$ cat src/rtl/clkrec_pkg.sv
package clkrec_pkg;

    typedef struct packed {
        logic pll;
        logic mcs;
    } clksel_t;

    typedef struct packed {
        logic    limp;
        logic    flag;
        logic    stopped;
        logic    pseudo;
        clksel_t live;
        clksel_t shadow;
    } ctl_state_t;

endpackage

$ cat src/rtl/clkrec_prescaler.sv
module clkrec_prescaler #(
    parameter int CNT_W = 13
) (
    input  logic clk,
    input  logic rst,
    output logic tick
);
    localparam logic [CNT_W-1:0] CHECK_AT = CNT_W'(1) << (CNT_W - 1);

    logic [CNT_W-1:0] cnt_d, cnt_q;

    always_comb begin
        cnt_d = rst ? '0 : cnt_q + 1'b1;
    end

    always_ff @(posedge clk) begin
        cnt_q <= cnt_d;
    end

    assign tick = (cnt_q == CHECK_AT);
endmodule

$ cat src/rtl/clkrec_wake.sv
module clkrec_wake #(
    parameter int NWAKE = 5
) (
    input  logic [NWAKE-1:0] wake_src,
    input  logic             stopped,
    output logic             wake_hit
);
    logic [NWAKE:0] chain;

    assign chain[0] = 1'b0;
    for (genvar i = 0; i < NWAKE; i++) begin : g_or
        assign chain[i+1] = chain[i] | wake_src[i];
    end

    assign wake_hit = stopped & chain[NWAKE];
endmodule

$ cat src/rtl/clkrec_limp_ctl.sv
module clkrec_limp_ctl
    import clkrec_pkg::*;
#(
    parameter int CNT_W = 13,
    parameter int NWAKE = 5
) (
    input  logic             clk,
    input  logic             rst,
    input  logic             mon_ok,
    input  logic             stop_req,
    input  logic             pstop_en,
    input  logic             dly_en,
    input  logic             auto_en,
    input  logic [NWAKE-1:0] wake_src,
    input  logic             cfg_we,
    input  logic             cfg_pll_sel,
    input  logic             cfg_mcs_sel,
    input  logic             irq_en,
    input  logic             flag_clr,
    output logic             limp_flag,
    output logic             limp_irq_flag,
    output logic             irq,
    output logic             pll_sel,
    output logic             mcs_sel,
    output logic             pll_en,
    output logic             osc_en,
    output logic             stop_active
);
    ctl_state_t st_d, st_q;
    logic       tick;
    logic       wake_hit;
    logic       set_flag;

    clkrec_prescaler #(.CNT_W(CNT_W)) u_pre (
        .clk  (clk),
        .rst  (rst),
        .tick (tick)
    );

    clkrec_wake #(.NWAKE(NWAKE)) u_wake (
        .wake_src (wake_src),
        .stopped  (st_q.stopped),
        .wake_hit (wake_hit)
    );

    always_comb begin
        st_d     = st_q;
        set_flag = 1'b0;

        // software select write: shadow while limping, live otherwise
        if (cfg_we) begin
            if (st_q.limp) begin
                st_d.shadow.pll = cfg_pll_sel;
                st_d.shadow.mcs = cfg_mcs_sel;
            end else begin
                st_d.live.pll = cfg_pll_sel;
                st_d.live.mcs = cfg_mcs_sel;
            end
        end

        if (st_q.stopped) begin
            if (wake_hit) begin
                st_d.stopped = 1'b0;
                st_d.pseudo  = 1'b0;
                if (dly_en && !st_q.limp) begin
                    st_d.limp   = 1'b1;
                    st_d.shadow = st_d.live;
                    st_d.live   = '0;
                end
            end
        end else begin
            if (tick) begin
                if (!st_q.limp && !mon_ok) begin
                    st_d.limp   = 1'b1;
                    st_d.shadow = st_d.live;
                    st_d.live   = '0;
                end else if (st_q.limp && mon_ok) begin
                    st_d.limp = 1'b0;
                    st_d.live = st_d.shadow;
                    set_flag  = 1'b1;
                end
            end
            if (stop_req) begin
                st_d.stopped = 1'b1;
                st_d.pseudo  = pstop_en;
            end
        end

        if (flag_clr) st_d.flag = 1'b0;
        if (set_flag) st_d.flag = 1'b1;

        if (rst) st_d = '0;
    end

    always_ff @(posedge clk) begin
        st_q <= st_d;
    end

    assign limp_flag     = st_q.limp;
    assign limp_irq_flag = st_q.flag;
    assign irq           = st_q.flag & irq_en;
    assign pll_sel       = st_q.live.pll;
    assign mcs_sel       = st_q.live.mcs;
    assign pll_en        = !st_q.limp && !st_q.stopped && auto_en && st_q.live.pll;
    assign osc_en        = !st_q.stopped || st_q.pseudo;
    assign stop_active   = st_q.stopped;
endmodule

$ cat config.mk
export PLATFORM = sky130hd
export DESIGN_NAME = clkrec_limp_ctl
export DESIGN_NICKNAME = d
export VERILOG_FILES = /design/src/rtl/clkrec_pkg.sv /design/src/rtl/clkrec_prescaler.sv /design/src/rtl/clkrec_wake.sv /design/src/rtl/clkrec_limp_ctl.sv
export SDC_FILE = /design/constraint.sdc
export NUM_CORES = 1
export LEC_CHECK = 0
export BUFFER_PORTS_ARGS = -buffer_cell sky130_fd_sc_hd__buf_2
export CAP_MARGIN = 10
export CORE_ASPECT_RATIO = 1.75
export CORE_UTILIZATION = 30
export CTS_CLUSTER_DIAMETER = 50
export DETAILED_ROUTE_END_ITERATION = 8
export GPL_TIMING_DRIVEN = 0
export MAX_ROUTING_LAYER = met4
export PLACE_DENSITY_LB_ADDON = 0.05
export SYNTH_ARGS = -nofsm -noshare
export SYNTH_HDL_FRONTEND = slang
export SYNTH_SLANG_ARGS = --single-unit
$ cat constraint.sdc
create_clock -name clk -period 2.3 [get_ports clk]
set_input_delay 0.46 -clock clk [delete_from_list [all_inputs] [get_ports clk]]
set_output_delay 0.46 -clock clk [all_outputs]
set_load 0.01 [all_outputs]
==> impl_results.md <==
* Hold_buf cts at 0
* Slew @ Worst Pin at between 400 and 500 ps
* Worst VDD drop at ~230 µV
* Final WL at 2140 µm
* Placer Congestion at just under 0.8
* IO Pins at 25
* Avg Inst Size Synth at approximately 9 µm²
* Starting Density at between 30% and 40%
* Core Region at roughly 0.0032 mm²
* Max Freq at 580 MHz
* Worst hold path class: in -> reg
* Initial DRC Count at 27
* Power per cell area at approximately 570 mW/mm²
* Worst slew margin at about 70%
* Yosys warns at 0
* Critical path class: reg -> reg
* Nets@finish at around 160
* Antenna violations before repair at 0
* Register area share after synthesis at approximately 41%
* Metal3 WL at around 70 µm
* H-tree level count at 1
* Post-route cell area at about 0.0012 mm²
* Status: complete, no violations
* Critical Path AT at 1870 ps
* Critical Path Fanout Max at 6
* Post-synth EDFFs at 0
* Placed inst area at roughly 0.0012 mm²
* Vias at 866
* Vias per Instance at between 4 and 5
* Post-route setup TNS at 0 ps
* WL met2 at approximately 1200 µm
* First-pass GRT wire length at between 3000 and 4000 µm
* Top post-synthesis cells by area: dfxtp_1 (41%), nor2_1 (5.5%), xnor2_1 (5.2%)
* Cts bufs inserted at 3
* Initial DRT Pass Iterations at 4
* Clk_lat worst skew at 260 ps
* Yosys top cell by area: dfxtp_1
* Clock Path Buffers at 2
* CTS-repair resized insts at 0
* Fillers at 355
* Share of cells above drive strength 1 at between 20% and 30%
* Total track usage at between 10% and 20%
* Pleak at ~0.5 nW
* Root Driver: clkbuf_8
* M1 WL at about 900 µm
* ANT nets after route at 0
* Overall power at 0.706 mW
* Crit. End Element: flip-flop
* Synthesis-stage register bit count at 21
* Crit start category: flip-flop
* Synthesized area at 0.00102 mm²
* Height of the die at between 70 and 80 µm
* Async SR Flop Fraction at 0%
* Top routing layer used: met4
* Crit path required time at about 2500 ps
* WHS at 474 ps
* Placement Rows at 27
* Final core occ at about two fifths
* Number of global-route vias before repair at a little under 900
* DP HPWL at 1640 µm
* Period minus WS final at approximately 1700 ps
* MaxCap Viol Count at 0
* PortBufs at 24
* Mapped Nets at 135
* # DRC at 0
* Synth-to-layout area growth at 21.6%
* CTS sink count at 21
* Fin. Hold Viols at 0
* Die width at approximately 46 µm
* Post-CTS Setup Inserts at 0
* CTS tree: yes
* Synth Flop Type: dfxtp_1
* ANT cells at 0
* Setup Viol. Count Final at 0
* Synth unique cells at 32
* Synth top area share at around 41%
* Final number of max-transition violations at 0
* Drt wl/cell at around 11 µm
* Pin count of the biggest net entering global routing at 13
* Total gr overflow at 0
* Die area at between 0.003 and 0.004 mm²
* Clk_skew at 1.92 ps
* Syn Inst Count at ~120
* Reg clk slew, reported paths at around 80 ps
* Final Cycle Share at roughly 75%
* RSZ-0062 raised after global routing: no
-- sequential cells by signal, summed over array words and instances, names as in the netlist --
signal,count
mcs_sel,1
st_q,3
limp_irq_flag,1
stop_active,1
u_pre.cnt_q,13
pll_sel,1
limp_flag,1
-- where the power goes --
group	total (mW)	internal, mW	leakage, nW	switching [mW]
Sequential	0.388	0.376	0.171	0.0122
Combinational	0.0789	0.0413	0.305	0.0376
Clock	0.239	0.121	0.0255	0.119
Total	0.706	0.537	0.501	0.169
-- cell type report --
type                            instances  area (µm²)  share of cell area [%]
Buffer                                  4        16.3                    1.31
Clock buffer                            3        41.3                    3.34
Clock inverter                          1        5.00                   0.404
Inverter                                4        15.0                    1.21
Multi-Input combinational cell         87         566                    45.7
Sequential cell                        21         420                    34.0
Tap cell                               43        53.8                    4.35
Timing Repair Buffer                   24         120                    9.71
-- metal layers --
layer  vias up  track usage, %
li1        459               -
met1       387            13.6
met2        16            23.5
met3         4            2.27
met4         0            5.29
met5         -               -
-- cell usage after synthesis, types with 3 or more instances --
cell and n:
dfxtp_1 21, nor2_1 15, nand3_1 7, nor3_1 7
a21oi_1 6, xnor2_1 6, nand2_1 5, inv_1 4
clkbuf_1 3, nand2b_1 3, nand4_1 3, xor2_1 3
-- kinds of logic after synthesis --
logic type / Yosys count / synth area share, %
AO/OA/AOI/OAI: 15 / 10.6
XOR/XNOR: 9 / 7.75
adder cells (fa/ha/maj): 2 / 2.46
buffers and inverters: 8 / 3.07
flip-flops: 21 / 41.3
multiplexers: 4 / 4.92
AND/OR/NAND/NOR: 57 / 29.9
-- path summary, 6_finish.rpt --
check / slack [ps] / cells after the start / startpoint / end
worst min register to register: 490 / 2 / st_q[4] / st_q[4]
worst min-delay path: 470 / 3 / pstop_en / st_q[4]
worst max register to register: 580 / 6 / u_pre.cnt_q[0] / st_q[0]
worst max-delay path: 580 / 6 / u_pre.cnt_q[0] / st_q[0]
-- cell usage in the layout, fill, tap and decap left out, types with 2 or more instances in the layout --
cell type,netlist,final
nand3b_1,2,2
and3_1,2,2
nand3_1,7,7
nand2b_1,3,3
nor3_1,7,7
mux2i_1,2,2
nand4_1,3,3
xor2_1,3,3
a21bo_2,2,2
and4_1,2,2
clkbuf_8,0,3
buf_2,1,25
or2_2,2,2
or3_1,2,2
dfxtp_1,21,21
xnor2_1,6,6
mux2_4,2,2
a21oi_1,6,6
inv_1,4,4
o21ai_0,2,2
clkbuf_1,3,3
nand2_1,5,5
o21a_1,2,2
ha_1,2,2
nor2_1,15,15
nor4_1,2,2
o31ai_1,2,2
-- per-stage QoR --
stage	setup slack, ps	std cells
after floorplan	465	116
after global placement	328	183
after detailed placement	313	183
after CTS	551	187
after global routing	415	187
final	577	187
-- critical path: stages, from the launching register on --
cell,delay (ps)
dfxtp_1,370
inv_1,80
ha_1,140
nor4bb_1,330
and4_1,260
a31o_4,140
mux2_4,300
Note: power is estimated with default switching activity, not from simulation.
